===== config.mk =====
export PLATFORM = sky130hd
export DESIGN_NAME = pin_irq_sense
export DESIGN_NICKNAME = d
export VERILOG_FILES = /design/src/rtl/pin_sense_pkg.sv /design/src/rtl/sense_history.sv /design/src/rtl/pin_sense_cell.sv /design/src/rtl/sense_flag_reg.sv /design/src/rtl/pin_irq_sense.sv
export SDC_FILE = /design/constraint.sdc
export NUM_CORES = 1
export LEC_CHECK = 0
export BUFFER_PORTS_ARGS = -buffer_cell sky130_fd_sc_hd__buf_2
export CORE_MARGIN = 2
export CORE_UTILIZATION = 23
export DETAILED_ROUTE_END_ITERATION = 12
export SLEW_MARGIN = 20
export SYNTH_ARGS = -nofsm -noshare
export SYNTH_HDL_FRONTEND = slang
export SYNTH_SLANG_ARGS = --single-unit

===== constraint.sdc =====
create_clock -name clk -period 1.2 [get_ports clk]
set_clock_uncertainty 0.2 [all_clocks]
set_input_delay 0.24 -clock clk [delete_from_list [all_inputs] [get_ports clk]]
set_output_delay 0.24 -clock clk [all_outputs]
set_load 0.02 [all_outputs]

===== src/rtl/pin_sense_pkg.sv =====
package pin_sense_pkg;

    localparam int MODE_W = 3;

    typedef enum logic [MODE_W-1:0] {
        SENSE_OFF  = 3'd0,
        SENSE_BOTH = 3'd1,
        SENSE_RISE = 3'd2,
        SENSE_FALL = 3'd3,
        SENSE_LOW  = 3'd5
    } sense_mode_e;

    typedef struct packed {
        logic cur;
        logic prev;
        logic armed;
    } pin_sample_t;

    function automatic sense_mode_e decode_mode(input logic [MODE_W-1:0] code);
        sense_mode_e m;
        case (code)
            3'd1:    m = SENSE_BOTH;
            3'd2:    m = SENSE_RISE;
            3'd3:    m = SENSE_FALL;
            3'd5:    m = SENSE_LOW;
            default: m = SENSE_OFF;
        endcase
        return m;
    endfunction

    function automatic logic sense_fire(input sense_mode_e m, input pin_sample_t s);
        logic f;
        case (m)
            SENSE_BOTH: f = s.armed & (s.cur ^ s.prev);
            SENSE_RISE: f = s.armed & s.cur & ~s.prev;
            SENSE_FALL: f = s.armed & ~s.cur & s.prev;
            SENSE_LOW:  f = ~s.cur;
            default:    f = 1'b0;
        endcase
        return f;
    endfunction

endpackage


===== src/rtl/sense_history.sv =====
module sense_history #(
    parameter int NUM_PINS = 8
) (
    input  logic                clk,
    input  logic                rst,
    input  logic [NUM_PINS-1:0] pin_level,
    output logic [NUM_PINS-1:0] prev_q,
    output logic                armed_q
);
    always_ff @(posedge clk) begin
        if (rst) begin
            prev_q  <= '0;
            armed_q <= 1'b0;
        end else begin
            prev_q  <= pin_level;
            armed_q <= 1'b1;
        end
    end
endmodule


===== src/rtl/pin_sense_cell.sv =====
module pin_sense_cell
    import pin_sense_pkg::*;
#(
    parameter int CTRL_W = 8
) (
    input  logic              clk,
    input  logic              rst,
    input  logic [CTRL_W-1:0] ctrl,
    input  logic              cur,
    input  logic              prev,
    input  logic              armed,
    output logic              evt
);
    sense_mode_e mode;
    pin_sample_t smp;
    logic        ctrl_unused;

    assign ctrl_unused = ^ctrl[CTRL_W-1:MODE_W];
    assign mode        = decode_mode(ctrl[MODE_W-1:0]);
    assign smp         = '{cur: cur, prev: prev, armed: armed};
    assign evt         = sense_fire(mode, smp);

    // no edge-mode event before the history holds a real sample
    assert_no_first_edge_R12: assert property (@(posedge clk) disable iff (rst)
        (!armed && mode != SENSE_LOW) |-> !evt);

    // off or reserved codes stay silent
    assert_off_quiet_R7: assert property (@(posedge clk) disable iff (rst)
        (ctrl[MODE_W-1:0] == 3'd0 || ctrl[MODE_W-1:0] == 3'd4 ||
         ctrl[MODE_W-1:0] >= 3'd6) |-> !evt);

    // rising events only on a real 0-to-1 change
    assert_rise_edge_R4: assert property (@(posedge clk) disable iff (rst)
        (ctrl[MODE_W-1:0] == 3'd2 && evt) |-> (cur && !prev));
endmodule


===== src/rtl/sense_flag_reg.sv =====
module sense_flag_reg #(
    parameter int NUM_PINS = 8
) (
    input  logic                clk,
    input  logic                rst,
    input  logic [NUM_PINS-1:0] evt,
    input  logic                clr_valid,
    input  logic [NUM_PINS-1:0] clr_mask,
    output logic [NUM_PINS-1:0] flags_q,
    output logic                irq
);
    logic [NUM_PINS-1:0] clr_eff;
    logic [NUM_PINS-1:0] flags_d;

    assign clr_eff = clr_valid ? clr_mask : '0;
    assign flags_d = (flags_q & ~clr_eff) | evt;
    assign irq     = |flags_q;

    always_ff @(posedge clk) begin
        if (rst) flags_q <= '0;
        else     flags_q <= flags_d;
    end

    // every event of the previous cycle is present now
    assert_event_sets_R10: assert property (@(posedge clk) disable iff (rst)
        1'b1 |=> ((flags_q & $past(evt)) == $past(evt)));

    // without a clear strobe no flag falls
    assert_flag_hold_R9: assert property (@(posedge clk) disable iff (rst)
        !clr_valid |=> ((flags_q & $past(flags_q)) == $past(flags_q)));

    // request falls only through a clear
    assert_irq_fall_R11: assert property (@(posedge clk) disable iff (rst)
        $fell(irq) |-> $past(clr_valid));
endmodule


===== src/rtl/pin_irq_sense.sv =====
module pin_irq_sense
    import pin_sense_pkg::*;
#(
    parameter int NUM_PINS = 8,
    parameter int CTRL_W   = 8
) (
    input  logic                       clk,
    input  logic                       rst,
    input  logic [NUM_PINS-1:0]        pin_level,
    input  logic [NUM_PINS*CTRL_W-1:0] pin_ctrl,
    input  logic                       clr_valid,
    input  logic [NUM_PINS-1:0]        clr_mask,
    output logic [NUM_PINS-1:0]        flags,
    output logic                       irq
);
    logic [NUM_PINS-1:0] prev_q;
    logic                armed_q;
    logic [NUM_PINS-1:0] evt;

    sense_history #(.NUM_PINS(NUM_PINS)) u_hist (
        .clk       (clk),
        .rst       (rst),
        .pin_level (pin_level),
        .prev_q    (prev_q),
        .armed_q   (armed_q)
    );

    for (genvar i = 0; i < NUM_PINS; i++) begin : g_pin
        pin_sense_cell #(.CTRL_W(CTRL_W)) u_cell (
            .clk   (clk),
            .rst   (rst),
            .ctrl  (pin_ctrl[i*CTRL_W +: CTRL_W]),
            .cur   (pin_level[i]),
            .prev  (prev_q[i]),
            .armed (armed_q),
            .evt   (evt[i])
        );
    end

    sense_flag_reg #(.NUM_PINS(NUM_PINS)) u_flags (
        .clk       (clk),
        .rst       (rst),
        .evt       (evt),
        .clr_valid (clr_valid),
        .clr_mask  (clr_mask),
        .flags_q   (flags),
        .irq       (irq)
    );

    // clean state right after reset
    assert_reset_clean_R1: assert property (@(posedge clk)
        rst |=> (flags == '0 && !irq));
endmodule


# Word level (Yosys, flattened, before mapping)
# Cells that the tools add are included.
# Widths: inputs -> output; s select.
classes:
  bitwise_logic: 67
  n_shift: 0
  div: 0
  mul: 0
  reduce_logical: 1
  n_mux: 18
  n_lt_le_gt_ge: 0
  addsub: 0
  n_eq_ne: 64
op_table:
  columns: ["operator", "n"]
  rows:
  - ["$eq 3x2->1 const B", 32]
  - ["$pmux 3 s4", 8]
  - ["$eq 3x1->1 const B", 16]
  - ["$eq 3x3->1 const B", 16]
  - ["$and 1x1->1", 40]
  - ["$pmux 1 s4", 8]
  - ["$not 1->1", 16]
  - ["$and 8x8->8", 1]
  - ["$mux 8", 1]
  - ["$not 8->8", 1]
  - ["$or 8x8->8", 1]
  - ["$reduce_or 8->1", 1]
  - ["$xor 1x1->1", 8]
  - ["$mux 1", 1]
totals:
  wordCells: 153
  reg_bits: 17
  romBits: 0
  ramBits: 0
  latchBits: 0
  memories: 0

# Logic depth before layout (Yosys ltp)
# Gate-level depths: netlist of run 1.
depth:
  ltp_word: 5
  ltp_mapped: 4
  mapped_depth_nobuf: 3

# By module
# A second synthesis of run 1 with hierarchy kept.
hier_totals:
  cells_unflattened: 111
  area_unflattened_um2: 979.7
modules_own_cells:
  columns: ["module", "n_inst", "seq_area_each_um2", "cells_each", "area_per_inst_um2"]
  rows:
  - ["sense_flag_reg", 1, 160.2, 37, 375.4]
  - ["pin_sense_cell", 8, 0.0, 7, 46.3]
  - ["sense_history", 1, 180.2, 18, 234.0]

# Worst setup path after synthesis of run 1
# No wires, ideal clock.
synth_path:
  path_type: "register -> register"
  startpoint: "register u_hist.armed_q"
  endpoint: "register u_flags.flags_q[6]"
  path_slack_ns: -0.090
  path_stages_with_launch: 5
  n_path_buf: 1
  required_ns: 0.870
  synth_period_minus_slack_ns: 1.290
  arrival_ns: 0.959
  cell_sequence: "dfxtp_1 buf_6 and4bb_1 a211oi_1 o22ai_1"
synth_via:
  elab_chain_len: 4
  elab_cells_between_ends: 7
synth_lines:
  columns: ["item", "line_no", "text"]
  rows:
  - ["from (decl)", "sense_history.sv:8", "output logic armed_q"]
  - ["from (signal assigned)", "sense_history.sv:13", "armed_q <= 1'b0;"]
  - ["from (signal assigned)", "sense_history.sv:16", "armed_q <= 1'b1;"]
  - ["$and 1x1->1 (on tied branches) (2 in a row)", "pin_sense_pkg.sv:36, pin_sense_pkg.sv:35", null]
  - ["$pmux 1 s4 (*)", "pin_sense_pkg.sv:33", "case (m)"]
  - ["$or 8x8->8 (*)", "sense_flag_reg.sv:16", "assign flags_d = (flags_q & ~clr_eff) | evt;"]
  - ["to (signal assigned)", "sense_flag_reg.sv:21", "else flags_q <= flags_d;"]
  - ["to (decl)", "sense_flag_reg.sv:9", "output logic [NUM_PINS-1:0] flags_q,"]
# Every way passes the cells marked *; elsewhere a longest branch is shown, timed or not.
# A chain may end at the register's enable or synchronous reset.

# Worst setup path after layout of run 1
layout_path:
  startpoint: "register u_flags.flags_q[1]"
  endpoint: "output port irq"
layout_via:
  elab_chain_len: 1
layout_lines:
  columns: ["item", "line_no", "text"]
  rows:
  - ["$reduce_or 8->1", "sense_flag_reg.sv:17", "assign irq = |flags_q;"]
  - ["to (decl)", "pin_irq_sense.sv:14", "output logic irq"]
# Every way passes these cells.

==> metrics, run 1 <==
post-synth top area share=35.23%; RSZ-0062 raised after global routing=true; first-pass GRT wire length=4643 µm; Crit. End Element=primary output; Final setup viols=16; sequential power share=41.7%; Final #Nets=270; R2R Setup Slk=-0.12 ns; Die W=68.81 µm; mapped cell area=approximately 970 µm²; commonest non-fill, non-tap cell in the layout=buf_2; TritonCTS Buffers=3; pin count of the biggest net entering global routing=17; DIE HEIGHT=68.81 µm; # DRC=0; CTS sink cnt=17; final hold violation count=0; status=complete, but fails checks; FMAX=617.5 MHz; Core Util, Final=41.83%; Worst-path clk slew=~0.070 ns; placed cell area=roughly 1400 µm²; fillers=413; total track usage=13.22%; number of global-route vias before repair=1059; flops & latches, synth=17; reg2reg start=u_hist.armed_q$_DFF_P_; CP Cell Sequence=nor4_4, buf_4, nand2_2, buf_6; clock group share of total power=28.6%; drt first pass iters=3; Internal=0.001086 W; Syn. warnings=0; Routed Antenna Nets=0; Initial DRC Count=12; Tightest Pin Transition=0.3294 ns; highest-count cells in the layout ignoring fill and taps=42 x buf_2, 21 x buf_6, 15 x nand2_1, 14 x inv_1, 11 x buf_4; vias after detailed routing=approximately 1100; PD cells=883.3 nW/µm²; final wirelength=2973 µm; P_leak=approximately 0.79 nW; critical path arrival=roughly 1.2 ns; CP max stage cell=dfxtp_2; Worst Setup SP=u_flags.flags_q[1]$_SDFF_PP0_; # Max-Cap Violations=0; routability cong.=0.7181; area delta synth->final=74.48%; Clock Latency Late Sink=0.25 ns; vias per cell=4.678; Post-Layout Inst Area=1685 µm²; failing checks=setup timing; top-level I/O count=92; unique cell type count in the Yosys netlist=20; fin crit period=1.619 ns; peak supply drop=0.4379 mV; post-layout total power=0.001489 W; Final WS setup=-0.4194 ns; post-synthesis sequential area ratio=between 30% and 40%; net switching fraction of the power=27.04%; CTS tree=yes; Core Box Area=between 4000 and 5000 µm²; period utilization=135.0%; FF-to-FF path depth=4; top cells by area, synth=dfxtp_1 35%, and4bb_1 10%, nor4bb_1 7.3%; Synthesized Nets=194; CP peak stage delay=0.33 ns; switching power=0.0004026 W; Setup crit end=irq; hold depth=2; Min Hold Slack=0.03422 ns; WL/cell=12.60 µm; die area=approximately 4700 µm²; Comb power frac=29.7%; initial core utilization=23.98%; CP required=between 0.7 and 0.8 ns; depth of the CTS H-tree=1; CP max FO=2; Mapped Avg Cell Area=slightly below 9 µm²; Max clock buf depth=2; CP Launch Type=flip-flop; layout cells sized above 1=53.23%; cells after synthesis=about 110; count of final max-slew check failures=0; dominant cell type by area after synthesis=dfxtp_1; post-DP HPWL=2099 µm; reg2reg end=u_flags.flags_q[5]$_SDFF_PP0_; HP Class=in -> reg; Core Rows=23; n_diodes=0; Root Buffer Master=clkbuf_8; initial antenna violation count=0; total grt overflow=0; post-cts hold buffer count=0; Relative slew margins=77.74%; port bufs=51; Crit Path Class=reg -> out
worst min path at each step:
stage                            start                       endpoint  slack, ns
final                     pin_level[3]    u_hist.prev_q[3]$_SDFF_PP0_       0.03
after global routing      pin_ctrl[56]  u_flags.flags_q[7]$_SDFF_PP0_       0.04
after CTS                 pin_level[3]    u_hist.prev_q[3]$_SDFF_PP0_       0.03
after detailed placement  pin_level[3]    u_hist.prev_q[3]$_SDFF_PP0_       0.29
after global placement    pin_level[3]    u_hist.prev_q[3]$_SDFF_PP0_       0.28
after floorplan                    rst    u_hist.prev_q[1]$_SDFF_PP0_       0.11
registers in the layout, summed over array words and instances (netlist names):
signal / cells
u_flags.flags_q: 8
u_hist.armed_q: 1
u_hist.prev_q: 8
Yosys cell counts (all sizes together):
library cell / instances
nor2b: 10
a22oi: 1
buf: 2
o21ai: 1
a211oi: 7
inv: 14
nor4: 2
xor2: 1
nor4bb: 7
clkinv: 1
nand2: 16
a32oi: 7
o22ai: 7
a21oi: 1
and3b: 1
dfxtp: 17
nor3b: 7
and4bb: 8
clkbuf: 1
what timing repair did:
| action | CTS | global route |
|---|---|---|
| pin swaps | 9 | 13 |
| buffers inserted | 5 | 6 |
| gates resized for setup | 47 | 7 |
| endpoints found under the setup margin | 17 | 17 |
area by class of cell:
type / count / area [µm²] / share of cell area [%]
well taps: 50 / 62.56 / 3.712
inverters: 15 / 56.30 / 3.341
multi-input cells: 76 / 635.6 / 37.71
clock buffers: 4 / 45.04 / 2.673
repair buffers: 74 / 529.3 / 31.40
flip-flops and latches: 17 / 356.6 / 21.16
cell families (layout without fill, tap and decap cells):
kind of cell / after synthesis / after routing / synth area share [%]
xor gates and xnor gates: 1 / 1 / 0.9069
AOI/OAI and AO/OA: 24 / 24 / 18.13
DFF: 17 / 17 / 35.23
buffers and inverters: 18 / 93 / 7.771
and+or+nand+nor: 51 / 51 / 37.95
critical path, delay by kind of cell, from the launching register on:
kind	cells	cell delay [ns]
flops	1	0.33
buf+inv	2	0.29
simple gates	2	0.31
routing by layer:
metal | wire length (µm) | track usage, % | share of wire, %
met1 | 1337 | 16.78 | 45
met5 | 0 | 0 | 0
met4 | 0 | 2.206 | 0
met2 | 1439 | 23.20 | 48
met3 | 196 | 2.922 | 6.6
through the flow:
| stage | cells | TNS (ns) | setup slack, ns |
|---|---|---|---|
| floorplan | 111 | -0.03593 | -0.01871 |
| global placement | 223 | -0.9765 | -0.2268 |
| detailed placement | 223 | -1.059 | -0.2137 |
| CTS | 232 | -1.814 | -0.4457 |
| global route | 236 | -2.381 | -0.4942 |
| finish | 236 | -1.760 | -0.4194 |
power groups by stage:
| stage | Clock (W) | Combinational (W) | Sequential, W |
|---|---|---|---|
| final | 0.000426 | 0.000442 | 0.000621 |
| after global routing | 0.000475 | 0.000481 | 0.000624 |
| after CTS | 0.000447 | 0.000425 | 0.000620 |
| after detailed placement | 0 | 0.000333 | 0.000633 |
| after global placement | 0 | 0.000332 | 0.000631 |
| after floorplan | 0 | 0.000133 | 0.000648 |
Note: power is estimated with default switching activity, not from simulation.
==> run 2: changes to the inputs <==
CAP_MARGIN = 10   (was unset)
CTS_BUF_LIST = sky130_fd_sc_hd__clkbuf_8   (was unset)
==> metrics, run 2 (synthesis results as in run 1) <==
status=complete, but fails checks; failing checks=setup timing; commonest non-fill, non-tap cell in the layout=buf_2; fin crit period=1.619 ns; post-cts hold buffer count=0; Post-Place Setup Slack=-0.2137 ns; HP Class=in -> reg; Crit Path Class=reg -> out; Final #Nets=270; placed cell area=1381 µm²; initial core utilization=23.98%; routability cong.=0.7181; min-delay src=pin_level[3]; first-pass GRT wire length=4643 µm; total track usage=a little over an eighth; P_leak=0.7906 nW; CP Launch Type=flip-flop; final std cells w/o fill=approximately 240; # Max-Cap Violations=0; FMAX=617.5 MHz; # DRC=0; hold depth=2; vias per cell=4.678; Setup TNS=-1.766 ns; Max clock buf depth=2; reg2reg start=u_hist.armed_q$_DFF_P_; port bufs=51; Min Hold Slack=approximately 0.034 ns; R2R Setup Slk=-0.12 ns; drt first pass iters=3; count of final max-slew check failures=0; top-level I/O count=92; Final WS setup=-0.4194 ns; area delta synth->final=74.48%; Routed Antenna Nets=0; DIE HEIGHT=between 60 and 70 µm; total grt overflow=0; worst hold path endpoint=u_hist.prev_q[3]$_SDFF_PP0_; period utilization=135.0%; CP required=0.76 ns; final wirelength=between 2000 and 3000 µm; Crit. End Element=primary output; n_diodes=0; Relative slew margins=slightly below 80%; Clock Latency Late Sink=0.25 ns; vias after detailed routing=roughly 1100; FF-to-FF path depth=4; layout cells sized above 1=53.23%; reg2reg end=u_flags.flags_q[5]$_SDFF_PP0_; biggest regs=u_flags.flags_q: 8 flops, u_hist.prev_q: 8 flops, u_hist.armed_q: 1 flops; Initial DRC Count=12; CTS tree=yes; Worst-path clk slew=0.07 ns; Core Box Area=4029 µm²; WL/cell=12.60 µm; CTS sink cnt=17; post-DP HPWL=2099 µm; Core Rows=23; placed cells=223; CP max FO=2; final hold violation count=0; Die W=68.81 µm; peak supply drop=0.4379 mV; Tightest Pin Transition=roughly 0.33 ns; Post-Layout Inst Area=1685 µm²; initial antenna violation count=0; critical path arrival=1.18 ns; TritonCTS Buffers=3; PD cells=879.0 nW/µm²; depth of the CTS H-tree=1; highest-count cells in the layout ignoring fill and taps=42 x buf_2, 21 x buf_6, 15 x inv_1, 15 x nand2_1, 11 x buf_4; Root Buffer Master=clkbuf_8; pin count of the biggest net entering global routing=17; RSZ-0062 raised after global routing=true; Final setup viols=16; number of global-route vias before repair=1059; die area=~4700 µm²
[run 2: cell count changes in the layout (fill, tap and decap cells not counted), sizes merged]
| cell | previous run | this run |
|---|---|---|
| clkbuf | 4 | 3 |
| inv | 14 | 15 |
[run 2: stage by stage]
| stage | total power [W] | utilization (%) |
|---|---|---|
| 5_1_grt | 0.001572 | 41.83 |
| 2_1_floorplan | 0.0007810 | - |
| 4_1_cts | 0.001484 | 40.43 |
| 3_3_place_gp | 0.0009625 | 34.29 |
| 6_report | 0.001481 | 41.83 |
| 3_5_place_dp | 0.0009661 | 34.29 |
[run 2: repair_timing]
action | CTS | global route
endpoints found under the setup margin | 17 | 17
setup buffers | 5 | 6
resized for setup | 47 | 7
pin swaps | 9 | 13
[run 2: critical path, stage by stage, from the launching register on]
cell,delay [ns]
dfxtp_2,0.33
nor4_4,0.26
buf_4,0.15
nand2_2,0.05
buf_6,0.14
[run 2: metal layers]
| metal | part of all wire, % | GRT usage (%) | vias up | wire [µm] |
|---|---|---|---|---|
| met3 | 6.6 | 2.922 | 0 | 196 |
| met1 | 45 | 16.78 | 505 | 1337 |
| met4 | 0 | 2.206 | 0 | 0 |
| li1 | - | - | 566 | - |
| met2 | 48 | 23.20 | 33 | 1439 |
| met5 | 0 | 0 | - | 0 |
[run 2: worst max-delay path by stage]
stage / slack (ns) / cells past startpoint / endpoint / from
after floorplan: -0.02 / 2 / irq / u_flags.flags_q[7]$_SDFF_PP0_
after global placement: -0.23 / 4 / irq / u_flags.flags_q[7]$_SDFF_PP0_
after detailed placement: -0.21 / 4 / irq / u_flags.flags_q[7]$_SDFF_PP0_
after CTS: -0.45 / 4 / irq / u_flags.flags_q[1]$_SDFF_PP0_
after global routing: -0.49 / 4 / irq / u_flags.flags_q[1]$_SDFF_PP0_
final: -0.42 / 4 / irq / u_flags.flags_q[1]$_SDFF_PP0_
[run 2: final cells by class]
type / count / area [µm²]
sequential: 17 / 356.6
inverter: 15 / 56.30
multi-input combinational: 76 / 635.6
tap: 50 / 62.56
clock buffer: 3 / 41.29
fill: 413 / 2344
timing repair buffer: 74 / 529.3
clock inverter: 1 / 3.754
[run 2: power by group]
| part | internal, W | leakage, nW | switching, W | total [W] |
|---|---|---|---|---|
| sequential | 0.000598 | 0.145 | 0.0000225 | 0.000621 |
| combinational | 0.000253 | 0.619 | 0.000189 | 0.000442 |
| clock | 0.000227 | 0.0269 | 0.000192 | 0.000418 |
